`src/rtl/dsel_pkg.sv`:
```
package dsel_pkg;
    typedef enum logic [1:0] {
        DSEL_IDLE      = 2'd0,
        DSEL_WAIT_PAGE = 2'd1,
        DSEL_WAIT_SEL  = 2'd2
    } dsel_state_e;
endpackage

```
`src/rtl/dsel_cmd_fsm.sv`:
```
module dsel_cmd_fsm
    import dsel_pkg::*;
(
    input  logic        clk,
    input  logic        rst_n,
    input  logic        sw_reset,
    input  logic        cmd_page,
    input  logic        cmd_sel,
    input  logic        wr_valid,
    output dsel_state_e state_q,
    output logic        ld_page,
    output logic        ld_sel
);
    dsel_state_e state_d;

    // state register
    always_ff @(posedge clk or negedge rst_n) begin
        if (!rst_n) state_q <= DSEL_IDLE;
        else        state_q <= state_d;
    end

    // next state: soft reset wins, then a new strobe, then write completion
    always_comb begin
        state_d = state_q;
        if (sw_reset) begin
            state_d = DSEL_IDLE;
        end else begin
            unique case (state_q)
                DSEL_IDLE: begin
                    if (cmd_page)     state_d = DSEL_WAIT_PAGE;
                    else if (cmd_sel) state_d = DSEL_WAIT_SEL;
                end
                DSEL_WAIT_PAGE, DSEL_WAIT_SEL: begin
                    if (cmd_page)      state_d = DSEL_WAIT_PAGE;
                    else if (cmd_sel)  state_d = DSEL_WAIT_SEL;
                    else if (wr_valid) state_d = DSEL_IDLE;
                end
                default: state_d = DSEL_IDLE;
            endcase
        end
    end

    // outputs: load enables toward the register file
    always_comb begin
        ld_page = 1'b0;
        ld_sel  = 1'b0;
        if (!sw_reset && wr_valid) begin
            unique case (state_q)
                DSEL_WAIT_PAGE: ld_page = 1'b1;
                DSEL_WAIT_SEL:  ld_sel  = 1'b1;
                default: ;
            endcase
        end
    end
endmodule

```
`src/rtl/dsel_regs.sv`:
```
module dsel_regs #(
    parameter int ADDR_W = 16
) (
    input  logic              clk,
    input  logic              rst_n,
    input  logic              ld_page,
    input  logic              ld_sel,
    input  logic [ADDR_W-1:0] wr_data,
    output logic [ADDR_W-1:0] page_q,
    output logic [ADDR_W-1:0] sel_q
);
    localparam logic [ADDR_W-1:0] ALL_ONES = '1;

    logic page_we;
    assign page_we = ld_page && (wr_data != ALL_ONES);

    always_ff @(posedge clk or negedge rst_n) begin
        if (!rst_n) begin
            page_q <= '0;
            sel_q  <= '0;
        end else begin
            if (page_we) page_q <= wr_data;
            if (ld_sel)  sel_q  <= wr_data;
        end
    end
endmodule

```
`src/rtl/dsel_arbiter.sv`:
```
module dsel_arbiter #(
    parameter int ADDR_W = 16
) (
    input  logic [ADDR_W-1:0] page_q,
    input  logic [ADDR_W-1:0] sel_q,
    input  logic              enable_cmp,
    input  logic              full_in_n,
    input  logic              local_full,
    input  logic              nf_read,
    output logic              selected,
    output logic              read_ok,
    output logic              full_out_n,
    output logic              nf_respond
);
    localparam logic [ADDR_W-1:0] ALL_ONES = '1;

    logic match, bcast, first_free;

    always_comb begin
        match      = (sel_q == page_q);
        bcast      = (sel_q == ALL_ONES);
        selected   = match || bcast;
        read_ok    = match && !bcast;
        full_out_n = !(!full_in_n && local_full);
        first_free = !full_in_n && !local_full;
        nf_respond = nf_read && (enable_cmp ? read_ok : first_free);
    end
endmodule

```
`src/rtl/dsel_chain_top.sv`:
```
module dsel_chain_top
    import dsel_pkg::*;
#(
    parameter int ADDR_W = 16
) (
    input  logic              clk,
    input  logic              rst_n,
    input  logic              sw_reset,
    input  logic              cmd_ld_page,
    input  logic              cmd_ld_sel,
    input  logic              wr_valid,
    input  logic [ADDR_W-1:0] wr_data,
    input  logic              enable_cmp,
    input  logic              full_in_n,
    input  logic              local_full,
    input  logic              nf_read,
    output logic              selected,
    output logic              read_ok,
    output logic [ADDR_W-1:0] sel_value,
    output logic              full_out_n,
    output logic              nf_respond
);
    dsel_state_e       state_q;
    logic              ld_page, ld_sel;
    logic [ADDR_W-1:0] page_q, sel_q;

    dsel_cmd_fsm u_fsm (
        .clk      (clk),
        .rst_n    (rst_n),
        .sw_reset (sw_reset),
        .cmd_page (cmd_ld_page),
        .cmd_sel  (cmd_ld_sel),
        .wr_valid (wr_valid),
        .state_q  (state_q),
        .ld_page  (ld_page),
        .ld_sel   (ld_sel)
    );

    dsel_regs #(.ADDR_W(ADDR_W)) u_regs (
        .clk     (clk),
        .rst_n   (rst_n),
        .ld_page (ld_page),
        .ld_sel  (ld_sel),
        .wr_data (wr_data),
        .page_q  (page_q),
        .sel_q   (sel_q)
    );

    dsel_arbiter #(.ADDR_W(ADDR_W)) u_arb (
        .page_q     (page_q),
        .sel_q      (sel_q),
        .enable_cmp (enable_cmp),
        .full_in_n  (full_in_n),
        .local_full (local_full),
        .nf_read    (nf_read),
        .selected   (selected),
        .read_ok    (read_ok),
        .full_out_n (full_out_n),
        .nf_respond (nf_respond)
    );

    assign sel_value = sel_q;
endmodule

```
`config.mk`:
```
export PLATFORM = sky130hd
export DESIGN_NAME = dsel_chain_top
export DESIGN_NICKNAME = d
export VERILOG_FILES = /design/src/rtl/dsel_pkg.sv /design/src/rtl/dsel_cmd_fsm.sv /design/src/rtl/dsel_regs.sv /design/src/rtl/dsel_arbiter.sv /design/src/rtl/dsel_chain_top.sv
export SDC_FILE = /design/constraint.sdc
export NUM_CORES = 1
export LEC_CHECK = 0
export BUFFER_PORTS_ARGS = -buffer_cell sky130_fd_sc_hd__buf_2
export CAP_MARGIN = 10
export CORE_ASPECT_RATIO = 0.6
export CORE_MARGIN = 2
export CORE_UTILIZATION = 55
export DETAILED_ROUTE_END_ITERATION = 7
export MAX_ROUTING_LAYER = met4
export PLACE_DENSITY = 0.92
export SYNTH_ARGS = -nofsm -noshare
export SYNTH_HDL_FRONTEND = slang
export SYNTH_SLANG_ARGS = --single-unit
```
`constraint.sdc`:
```
create_clock -name clk -period 4 [get_ports clk]
set_input_delay 1 -clock clk [delete_from_list [all_inputs] [get_ports clk]]
set_output_delay 1 -clock clk [all_outputs]
set_load 0.005 [all_outputs]
```
==> results by group <==
STA
  • FMAX: 338 MHz
  • RSZ-0062 raised after global routing: false
  • Worst Max-Slew Pin Slew: 0.826 ns
  • Hold Fails Final Rpt: 0
  • Max-slew violation count: 0
  • Final period util: 0.740
  • Fin crit period: 2.96 ns
  • Max_slew headroom: 0.449
  • Final setup margin: about 1.0 ns
  • Max Clock Skew: roughly 0.0043 ns
  • Endpoints failing setup: 0
  • Final setup TNS: 0 ns

Clocking
  • CTS clk-pin slew, worst paths: 0.07 ns
  • CTS Buf Count: 5
  • Worst-Skew Late Latency: 0.28 ns
  • H-tree depth: 2
  • Postcts setup bufs: 0
  • CTS Hold Buffers Added: 0
  • CTS max path bufs: 2
  • Root buf cell: clkbuf_8
  • Post-CTS Resized: 0
  • Clock sinks: 34
  • CTS tree: built

GRT
  • First-pass GRT wire length: ~5600 µm
  • Initial antenna violation count: 0
  • Vias in the first global route: 1181
  • GRT Residual Overflow: 0
  • GRT Total Usage: 0.237
  • Largest net degree at the start of global routing: 35

Finish
  • Layout Nets: 203
  • Most frequent cells in the layout: buf_2 (45), dfrtp_1 (34), mux2_2 (31)
  • Most common cell after layout, fill and taps aside: buf_2
  • Layout area overhead: 21.7%
  • Reg area: around 850 µm²
  • Filler Cell Count: 212
  • N_diodes: 0
  • Design Area, Final: 0.00198 mm²
  • Layout cells sized above 1: 0.500
  • Final core utilization: 0.694
  • Area occupied by multi-input gates: ~750 µm²

Run
  • Max Cap Viol: 0

Floorplan
  • Die width: 74.2 µm
  • DIE AREA: between 0.003 and 0.004 mm²
  • Num ports: 46
  • Core area: 0.00285 mm²
  • Initial Utilization: 0.571
  • Row cnt: 15
  • DIE HEIGHT: around 46 µm

Setup path
  • CP Max Fanout: 2
  • CP required: about 3.0 ns
  • WP data arrival: between 1.5 and 2 ns
  • Setup crit start kind: input port
  • Critical path type: input port to output port
  • Worst setup EP type: output port

Synthesis
  • Syn Inst Count: 123
  • Cell taking the most area after synthesis: dfrtp_1
  • Yosys warnings: 0
  • Syn avg cell area: 13.2 µm²
  • Synth Flop Type: dfrtp_1
  • Top-area cell type share of the netlist area: 0.523
  • Register area share after synthesis: 0.523
  • Ys async rst share: 1.00
  • Number of synthesized flops with an enable pin: 0
  • Syn nets: between 150 and 200
  • Flops & latches, synth: 34
  • Synth cell types: 24
  • Top cells by area, synth: dfrtp_1 (52%), mux2_2 (21%), xor2_1 (8.6%)
  • Cell Area, Synth: 0.00163 mm²

Detailed routing
  • Detail Route Antenna Nets: 0
  • Drt drc: 0
  • Final wirelength: 3630 µm
  • First DRT Iteration DRCs: 53
  • Vias: 1182
  • Drt wl/cell: 16.8 µm
  • DR vias/cell: between 5 and 6
  • Router iterations before antenna repair: 4

Status
  • Outcome: complete, no violations

Pwr
  • Pwr dens: approximately 550 mW/mm²
  • Final Power: roughly 1.1 mW
  • P_leak: 0.966 nW
  • IR drop worst, VDD: 0.314 mV

Placed design
  • IO buf count: 45
  • Routability cong.: 0.802
  • DP HPWL: between 2000 and 3000 µm
  • Pre-CTS WS: 1.03 ns
  • Area after DPL: 0.00189 mm²

Worst hold path
  • Hold/Removal Path Class: register to register
## area by class of cell
cell class | count | share of cell area
Multi-Input combinational cell | 83 | 0.377
Timing Repair Buffer | 45 | 0.114
Tap cell | 42 | 0.0265
Clock inverter | 1 | 0.00253
Clock buffer | 7 | 0.0436
Sequential cell | 34 | 0.430
Inverter | 4 | 0.00758
## metrics by stage
| step | hold WS [ns] | std cells |
|---|---|---|
| floorplan | 0.484 | 123 |
| global placement | 0.503 | 208 |
| detailed placement | 0.520 | 208 |
| CTS | 0.535 | 216 |
| global route | 0.549 | 216 |
| finish | 0.533 | 216 |
## report_power, final
part           total (mW)  leakage [nW]  internal, mW  switching, mW
Sequential          0.548         0.420         0.447          0.100
Clock               0.259        0.0482         0.139          0.120
Combinational       0.288         0.498         0.166          0.122
Total                1.09         0.966         0.752          0.342
## cell families (layout without fill, tap and decap cells)
family	count (synthesis)	after routing	share of synthesized area
flops	34	34	0.523
mux	31	31	0.214
simple gates	27	27	0.103
xor+xnor	16	16	0.0861
buf+inv	6	57	0.0192
compound gates	5	5	0.0238
fa+ha+maj	4	4	0.0307
## sequential cells by signal, summed over array words and instances, names as in the netlist
name	flops
u_regs.page_q	16
u_fsm.state_q	2
u_regs.sel_q	16
## synthesized netlist by cell type (2+ instances only)
library cell,n
mux2_2,31
nand4_1,9
dfrtp_1,34
nand2_1,3
nor2b_1,2
inv_1,4
ha_1,4
xor2_1,16
nor4_1,5
## worst max-delay path, cell delays in order
cell and delay (ns):
buf_2 0.10, or4b_2 0.65, o21ai_0 0.08, buf_2 0.13
## path summary, 6_finish.rpt
kind	from	cells past startpoint	slack (ns)	end
min in group asynchronous	rst_n	1	0.78	u_regs.page_q[8]
worst max-delay path	full_in_n	4	1.04	nf_respond
worst max register to register	u_fsm.state_q[1]	5	2.06	u_regs.page_q[11]
worst min-delay path	u_regs.page_q[7]	1	0.53	u_regs.page_q[7]
worst min register to register	u_regs.page_q[7]	1	0.53	u_regs.page_q[7]
max in group asynchronous	rst_n	1	2.74	u_regs.page_q[2]
## metal layers
metal	up-vias	routed length (µm)	track usage
li1	548	-	-
met1	594	1710	0.301
met2	33	1720	0.375
met3	7	151	0.0503
met4	0	46	0.104
met5	-	0	-
No activity file was read; power rests on OpenSTA's default activity.
